===== config.mk =====
export PLATFORM = sky130hd
export DESIGN_NAME = vpic_top
export DESIGN_NICKNAME = d
export VERILOG_FILES = /design/src/rtl/vpic_pkg.sv /design/src/rtl/vpic_regs.sv /design/src/rtl/vpic_arb.sv /design/src/rtl/vpic_vec.sv /design/src/rtl/vpic_top.sv
export SDC_FILE = /design/constraint.sdc
export NUM_CORES = 1
export LEC_CHECK = 0
export BUFFER_PORTS_ARGS = -buffer_cell sky130_fd_sc_hd__buf_2
export CAP_MARGIN = 20
export CORE_ASPECT_RATIO = 0.6
export CORE_MARGIN = 2
export CORE_UTILIZATION = 55
export CTS_BUF_LIST = sky130_fd_sc_hd__clkbuf_16
export DETAILED_ROUTE_END_ITERATION = 8
export GPL_TIMING_DRIVEN = 0
export PLACE_DENSITY = 0.73
export SKIP_CTS_REPAIR_TIMING = 1
export SLEW_MARGIN = 20
export SYNTH_ARGS = -nofsm -noshare
export SYNTH_HDL_FRONTEND = slang
export SYNTH_SLANG_ARGS = --single-unit

===== constraint.sdc =====
create_clock -name clk -period 32.2 [get_ports clk]
set_input_delay 4.83 -clock clk [delete_from_list [all_inputs] [get_ports clk]]
set_output_delay 4.83 -clock clk [all_outputs]
set_load 0.01 [all_outputs]

===== src/rtl/vpic_pkg.sv =====
// Package vpic_pkg: constants shared by the interrupt controller.
// Assumes at most 15 sources, so the mask fits in two bytes.
package vpic_pkg;
    localparam logic [4:0] OFS_MASK_LO = 5'h10;
    localparam logic [4:0] OFS_MASK_HI = 5'h11;
    localparam logic [4:0] OFS_PEND_LO = 5'h12;
    localparam logic [4:0] OFS_PEND_HI = 5'h13;
    localparam logic [4:0] OFS_VEC_WD  = 5'h14;
    localparam logic [4:0] OFS_VEC_U0  = 5'h15;
    localparam logic [4:0] OFS_VEC_U1  = 5'h16;

    localparam int         SRC_WDOG    = 8;
    localparam int         SRC_UART0   = 12;
    localparam int         SRC_UART1   = 13;
    localparam logic [4:0] KEY_THRESH  = 5'd4;
    localparam logic [7:0] AUTO_BASE   = 8'd24;
    localparam logic [7:0] DEFAULT_VEC = 8'h0F;

    // Reset value of the control byte for source n.
    function automatic logic [7:0] ctrl_reset(input int n);
        if (n >= 1 && n <= 7)        return 8'(n * 4);
        else if (n == 8)             return 8'h1C;
        else if (n >= 9 && n <= 11)  return 8'h80;
        else                         return 8'h00;
    endfunction
endpackage


===== src/rtl/vpic_regs.sv =====
// Module vpic_regs: the byte-wide register file. It holds the control
// bytes, the mask and the three vector bytes, and returns read data
// combinationally. Assumes NSRC <= 15 and an address width of 5 or more.
module vpic_regs
    import vpic_pkg::*;
#(
    parameter int NSRC = 13,
    parameter int AW   = 5
) (
    input  logic                 clk,
    input  logic                 rst_n,
    input  logic                 reg_wr,
    input  logic [AW-1:0]        reg_addr,
    input  logic [7:0]           reg_wdata,
    input  logic [NSRC:1]        req,
    output logic [NSRC:1][7:0]   ctrl_q,
    output logic [NSRC:1]        mask_q,
    output logic [7:0]           vec_wd_q,
    output logic [7:0]           vec_u0_q,
    output logic [7:0]           vec_u1_q,
    output logic [7:0]           reg_rdata
);
    logic [15:0] mask16;
    logic [15:0] pend16;

    // One control byte per source, each at its own offset.
    for (genvar g = 1; g <= NSRC; g++) begin : g_ctrl
        // Control byte register: reset value, then written at offset g.
        always_ff @(posedge clk) begin
            if (!rst_n)
                ctrl_q[g] <= ctrl_reset(g);
            else if (reg_wr && reg_addr == AW'(g))
                ctrl_q[g] <= reg_wdata;
        end
    end

    // Mask register: every source blocked at reset, written in two bytes.
    always_ff @(posedge clk) begin
        if (!rst_n) begin
            mask_q <= '1;
        end else if (reg_wr) begin
            for (int i = 1; i <= NSRC; i++) begin
                if (i < 8 && reg_addr == AW'(OFS_MASK_LO))
                    mask_q[i] <= reg_wdata[i];
                else if (i >= 8 && reg_addr == AW'(OFS_MASK_HI))
                    mask_q[i] <= reg_wdata[i-8];
            end
        end
    end

    // Vector bytes for the watchdog and the two serial sources.
    always_ff @(posedge clk) begin
        if (!rst_n) begin
            vec_wd_q <= DEFAULT_VEC;
            vec_u0_q <= DEFAULT_VEC;
            vec_u1_q <= DEFAULT_VEC;
        end else if (reg_wr) begin
            if (reg_addr == AW'(OFS_VEC_WD)) vec_wd_q <= reg_wdata;
            if (reg_addr == AW'(OFS_VEC_U0)) vec_u0_q <= reg_wdata;
            if (reg_addr == AW'(OFS_VEC_U1)) vec_u1_q <= reg_wdata;
        end
    end

    // Widen the mask and the request levels to 16-bit views; bit 0 is unused.
    always_comb begin
        mask16 = '0;
        pend16 = '0;
        for (int i = 1; i <= NSRC; i++) begin
            mask16[i] = mask_q[i];
            pend16[i] = req[i];
        end
    end

    // Read mux; offsets with no register return zero.
    always_comb begin
        reg_rdata = '0;
        for (int i = 1; i <= NSRC; i++)
            if (reg_addr == AW'(i)) reg_rdata = ctrl_q[i];
        if (reg_addr == AW'(OFS_MASK_LO)) reg_rdata = mask16[7:0];
        if (reg_addr == AW'(OFS_MASK_HI)) reg_rdata = mask16[15:8];
        if (reg_addr == AW'(OFS_PEND_LO)) reg_rdata = pend16[7:0];
        if (reg_addr == AW'(OFS_PEND_HI)) reg_rdata = pend16[15:8];
        if (reg_addr == AW'(OFS_VEC_WD))  reg_rdata = vec_wd_q;
        if (reg_addr == AW'(OFS_VEC_U0))  reg_rdata = vec_u0_q;
        if (reg_addr == AW'(OFS_VEC_U1))  reg_rdata = vec_u1_q;
    end
endmodule


===== src/rtl/vpic_arb.sv =====
// Module vpic_arb: purely combinational search for the winning source.
// The largest 5-bit key wins. The scan runs from the lowest source
// number upward and replaces the current best only on a strictly
// larger key, so a tie goes to the lower number.
module vpic_arb
    import vpic_pkg::*;
#(
    parameter int NSRC = 13,
    parameter int IDW  = $clog2(NSRC + 1)
) (
    input  logic [NSRC:1]        active,
    input  logic [NSRC:1][7:0]   ctrl,
    output logic                 win_valid,
    output logic [IDW-1:0]       win_id
);
    logic [4:0] best_key;

    // Linear scan for the largest key among the active sources.
    always_comb begin
        best_key = '0;
        win_id   = '0;
        for (int i = 1; i <= NSRC; i++) begin
            if (active[i] && ctrl[i][4:0] > best_key) begin
                best_key = ctrl[i][4:0];
                win_id   = IDW'(i);
            end
        end
        win_valid = (best_key >= KEY_THRESH);
    end
endmodule


===== src/rtl/vpic_vec.sv =====
// Module vpic_vec: forms the level and vector for the winner and
// registers them. Assumes win_id addresses a valid source whenever
// win_valid is high.
module vpic_vec
    import vpic_pkg::*;
#(
    parameter int NSRC = 13,
    parameter int IDW  = $clog2(NSRC + 1)
) (
    input  logic                 clk,
    input  logic                 rst_n,
    input  logic                 win_valid,
    input  logic [IDW-1:0]       win_id,
    input  logic [NSRC:1][7:0]   ctrl,
    input  logic [7:0]           vec_wd,
    input  logic [7:0]           vec_u0,
    input  logic [7:0]           vec_u1,
    output logic [2:0]           out_level,
    output logic [7:0]           out_vector
);
    logic [7:0] win_ctrl;
    logic [2:0] nxt_level;
    logic [7:0] nxt_vector;

    // Pick out the winner's control byte.
    always_comb begin
        win_ctrl = '0;
        for (int i = 1; i <= NSRC; i++)
            if (win_id == IDW'(i)) win_ctrl = ctrl[i];
    end

    // Choose the autovector, a per-source vector or the default.
    always_comb begin
        nxt_level  = '0;
        nxt_vector = '0;
        if (win_valid) begin
            nxt_level = win_ctrl[4:2];
            if (win_ctrl[7])                        nxt_vector = AUTO_BASE + {5'd0, win_ctrl[4:2]};
            else if (win_id == IDW'(SRC_WDOG))      nxt_vector = vec_wd;
            else if (win_id == IDW'(SRC_UART0))     nxt_vector = vec_u0;
            else if (win_id == IDW'(SRC_UART1))     nxt_vector = vec_u1;
            else                                    nxt_vector = DEFAULT_VEC;
        end
    end

    // Output register: nothing presented during reset.
    always_ff @(posedge clk) begin
        if (!rst_n) begin
            out_level  <= '0;
            out_vector <= '0;
        end else begin
            out_level  <= nxt_level;
            out_vector <= nxt_vector;
        end
    end
endmodule


===== src/rtl/vpic_top.sv =====
// Module vpic_top: vectored priority interrupt controller. It combines
// the request levels with the mask, arbitrates among the active
// sources and registers the resulting level and vector.
// Assumes the requests are synchronous to clk.
module vpic_top #(
    parameter int NSRC = 13,
    parameter int AW   = 5
) (
    input  logic             clk,
    input  logic             rst_n,
    input  logic [NSRC:1]    req,
    input  logic             reg_wr,
    input  logic [AW-1:0]    reg_addr,
    input  logic [7:0]       reg_wdata,
    output logic [7:0]       reg_rdata,
    output logic [2:0]       out_level,
    output logic [7:0]       out_vector
);
    localparam int IDW = $clog2(NSRC + 1);

    logic [NSRC:1][7:0] ctrl_q;
    logic [NSRC:1]      mask_q;
    logic [NSRC:1]      active;
    logic [7:0]         vec_wd_q, vec_u0_q, vec_u1_q;
    logic               win_valid;
    logic [IDW-1:0]     win_id;

    vpic_regs #(.NSRC(NSRC), .AW(AW)) u_regs (
        .clk(clk), .rst_n(rst_n), .reg_wr(reg_wr), .reg_addr(reg_addr),
        .reg_wdata(reg_wdata), .req(req), .ctrl_q(ctrl_q), .mask_q(mask_q),
        .vec_wd_q(vec_wd_q), .vec_u0_q(vec_u0_q), .vec_u1_q(vec_u1_q),
        .reg_rdata(reg_rdata)
    );

    // A source is active when it is requesting and not masked.
    always_comb active = req & ~mask_q;

    vpic_arb #(.NSRC(NSRC), .IDW(IDW)) u_arb (
        .active(active), .ctrl(ctrl_q), .win_valid(win_valid), .win_id(win_id)
    );

    vpic_vec #(.NSRC(NSRC), .IDW(IDW)) u_vec (
        .clk(clk), .rst_n(rst_n), .win_valid(win_valid), .win_id(win_id),
        .ctrl(ctrl_q), .vec_wd(vec_wd_q), .vec_u0(vec_u0_q), .vec_u1(vec_u1_q),
        .out_level(out_level), .out_vector(out_vector)
    );
endmodule


==> flow_summary.json <==
{
  "path_class": "in -> reg",
  "ff2ff_setup_slack_ps": 6350,
  "num_antenna_cells": 0,
  "grt_use_met2_pct": 54.0,
  "initial_core_util_pct": 56.9,
  "ir_drop_v": 0.0000375,
  "powerDensity_nw_per_um2": 39.2,
  "pwr-share-clk_pct": 48.1,
  "worstSetupEndpointType": "flip-flop",
  "ys_ff_latch": 152,
  "share_seq_of_total_power_pct": 42.5,
  "core_area_um2": 18300,
  "combPwrFrac_pct": 9.4,
  "netlist_top_cells_area": "dfxtp_1 (29%), nand2_1 (9.0%), a21boi_0 (7.3%), nand3_1 (6.8%), ha_1 (5.3%)",
  "final_cells": 1671,
  "hold_class": "reg -> reg",
  "cts_buffers": 17,
  "use_met1_pct": 61.4,
  "critPathMaxFanout": 10,
  "ys_seq_area_share_pct": 29.2,
  "numPlacedInstances": 1639,
  "grt_pass1_wl_mm": 63.3,
  "yosysTopAreaCell": "dfxtp_1",
  "layout.nets": 1492,
  "final.fill_count": 1691,
  "cts_sinks": 152,
  "outcome": "completed",
  "area_growth_pct": 10.8,
  "p_sw_share_pct": 26.5,
  "rr_worst_depth": 115,
  "synth-edff-count": 0,
  "total_leakage_power_uw": 0.00428,
  "clockBufferDepth": 2,
  "ant_nets": 0,
  "tightest_slew_ps": 1100,
  "fmax_mhz": 33.3,
  "dieArea_um2": 20100,
  "layout-drive-gt1-share_pct": 9.15,
  "power.switching_uw": 120,
  "globalRouteTotalUtil_pct": 42.3,
  "drv_cap": 0,
  "syn_avg_cell_area_um2": 7.65,
  "drt_iter0_drc": 1698,
  "cpPeakStageDelay_ps": 530,
  "setup_violations": 0,
  "critPathLaunchType": "input pin",
  "grt_overflow_total": 0,
  "htree_num_levels": 4,
  "hpwl_mm": 33.3,
  "via_count": 11393,
  "clock_latency_ps": 440,
  "clock_skew_ps": 11.9,
  "hold_viol": 0,
  "p_int_uw": 333,
  "dr.pass1.iters": 9,
  "rsz0062_at_grt": "false",
  "yosysWarnings": 0,
  "slowest_stage": "or4_1",
  "viasPerCell": 6.82,
  "power_uw": 452,
  "route.detailed.drc": 0,
  "required_ps": 32530,
  "grt_max_degree": 17,
  "io_buffers": 37,
  "holdWs_ps": 468,
  "worstPathArrival_ps": 30360,
  "tritoncts": "yes",
  "syn_area_um2": 10400,
  "period_minus_slack_ps": 30030,
  "synth_top_area_share_pct": 29.2,
  "global_route.usage.met3_pct": 21.0,
  "synthFlopType": "dfxtp_1",
  "min_period_over_period_pct": 93.3,
  "grt_pass1_vias": 10187,
  "worst_path_most_repeated_cell": "ha_1",
  "antenna_found_initial": 0,
  "num_rows": 38,
  "die_h_um": 111,
  "wl_per_cell_um": 25.7,
  "finalWeightedCongestion": 1.11,
  "die_w_um": 182,
  "syn_nets": 1435,
  "async_flop_share_pct": 0,
  "fin_setup_tns_ps": 0,
  "wirelength_mm": 42.9,
  "syn_inst": 1362,
  "whs_path_depth": 2,
  "io_pins": 48,
  "relSlewSlack_pct": 26.4,
  "clockRootBuffer": "clkbuf_16",
  "clkTransAtPathRegs_ps": 70,
  "gr-max-usage-layer": "met1",
  "slew_viol_final": 0,
  "ys_types": 98
}
==> cells by family (layout without fill, tap and decap cells) <==
| family | after synthesis | count (layout) | share of synthesized area (%) |
|---|---|---|---|
| AND/OR/NAND/NOR | 583 | 583 | 26.2 |
| AO/OA/AOI/OAI | 376 | 376 | 27.7 |
| flip-flops | 152 | 152 | 29.2 |
| buffers and inverters | 149 | 218 | 5.54 |
| multiplexers | 45 | 45 | 4.71 |
| adder cells (fa/ha/maj) | 44 | 44 | 5.28 |
| XOR/XNOR | 13 | 13 | 1.31 |
==> metal layers <==
metal  vias to the layer above  wire, µm
met4                         0      1150
met5                         -         0
met1                      5420     18500
met2                       799     15800
li1                       5073         -
met3                       101      7530
==> state kept, by name, indices dropped and copies added, names as in the netlist <==
signal and count:
u_vec.out_level 3, u_vec.out_vector 8, u_regs.vec_u0_q 8, u_regs.ctrl_q 104
u_regs.vec_u1_q 8, u_regs.vec_wd_q 8, u_regs.mask_q 13
==> path summary, 6_finish.rpt <==
check,start,to
worst min-delay path,u_regs.ctrl_q[45],u_regs.ctrl_q[45]
worst max-delay path,req[1],u_vec.out_vector[1]
worst min register to register,u_regs.ctrl_q[45],u_regs.ctrl_q[45]
worst max register to register,u_regs.mask_q[1],u_vec.out_vector[1]
==> worst max-delay path: cells and delay by family <==
family,cells,cell delay (ps)
and+or+nand+nor,35,6080
AOI/OAI and AO/OA,47,11030
buffers and inverters,15,2760
muxes,7,2200
adders and majority gates,12,3350
==> synthesized netlist by cell type (10+ instances only) <==
master / number
clkbuf_1: 83
a22oi_1: 43
o21ai_0: 34
ha_1: 44
nor2b_1: 12
a222oi_1: 10
nor3_1: 18
and2_1: 15
nand2_1: 251
a21oi_1: 40
o211ai_1: 12
nand3_1: 142
dfxtp_1: 152
and3_1: 11
mux2_2: 13
nand2b_1: 15
a211oi_1: 15
a21boi_0: 102
nand4_1: 15
inv_1: 60
nor2_1: 60
mux2i_1: 27
==> cell type report <==
cell class | instances | area [µm²] | area share (%)
repair buffers | 38 | 190 | 1.65
inverters | 60 | 225 | 1.95
clock inverters | 14 | 195 | 1.69
clock buffers | 17 | 425 | 3.68
plain buffers | 89 | 352 | 3.04
flip-flops and latches | 152 | 3040 | 26.4
well taps | 240 | 300 | 2.60
multi-input cells | 1061 | 6820 | 59.0
==> power by group through the flow <==
stage / logic, µW / clock network [µW] / registers, µW
final: 42.5 / 218 / 192
after global routing: 44.4 / 224 / 192
after CTS: 40.3 / 215 / 192
after detailed placement: 40.0 / 0 / 196
after global placement: 39.7 / 0 / 196
after floorplan: 24.7 / 0 / 195
==> per-stage QoR <==
stage,cell area (µm²),utilization [%],worst slack (ps)
6_report,11500,63.1,2170
5_1_grt,11500,63.1,138
4_1_cts,11500,63.0,2370
3_5_place_dp,10900,59.6,2010
3_3_place_gp,10900,59.6,2340
2_1_floorplan,10400,-,6340
==> cell usage in the layout, fill, tap and decap left out, types with 9 or more instances in the layout <==
| cell type | netlist | final |
|---|---|---|
| a222oi_1 | 10 | 10 |
| dfxtp_1 | 152 | 152 |
| inv_1 | 60 | 60 |
| a221oi_1 | 9 | 9 |
| nand4_1 | 15 | 15 |
| nor2_1 | 60 | 60 |
| ha_1 | 44 | 44 |
| a211oi_1 | 15 | 15 |
| o21a_1 | 9 | 9 |
| and3_1 | 11 | 11 |
| nand2_1 | 251 | 251 |
| clkbuf_16 | 0 | 17 |
| o211ai_1 | 12 | 12 |
| nand3_1 | 142 | 142 |
| clkbuf_1 | 83 | 83 |
| a21o_1 | 9 | 9 |
| a22oi_1 | 43 | 43 |
| nand2b_1 | 15 | 15 |
| and2_1 | 15 | 15 |
| a21oi_1 | 40 | 40 |
| nor3_1 | 18 | 17 |
| o21ai_0 | 34 | 34 |
| buf_2 | 1 | 38 |
| mux2i_1 | 27 | 27 |
| a21boi_0 | 102 | 102 |
| mux2_2 | 13 | 13 |
| nor2b_1 | 12 | 12 |
No activity file was read; power rests on OpenSTA's default activity.
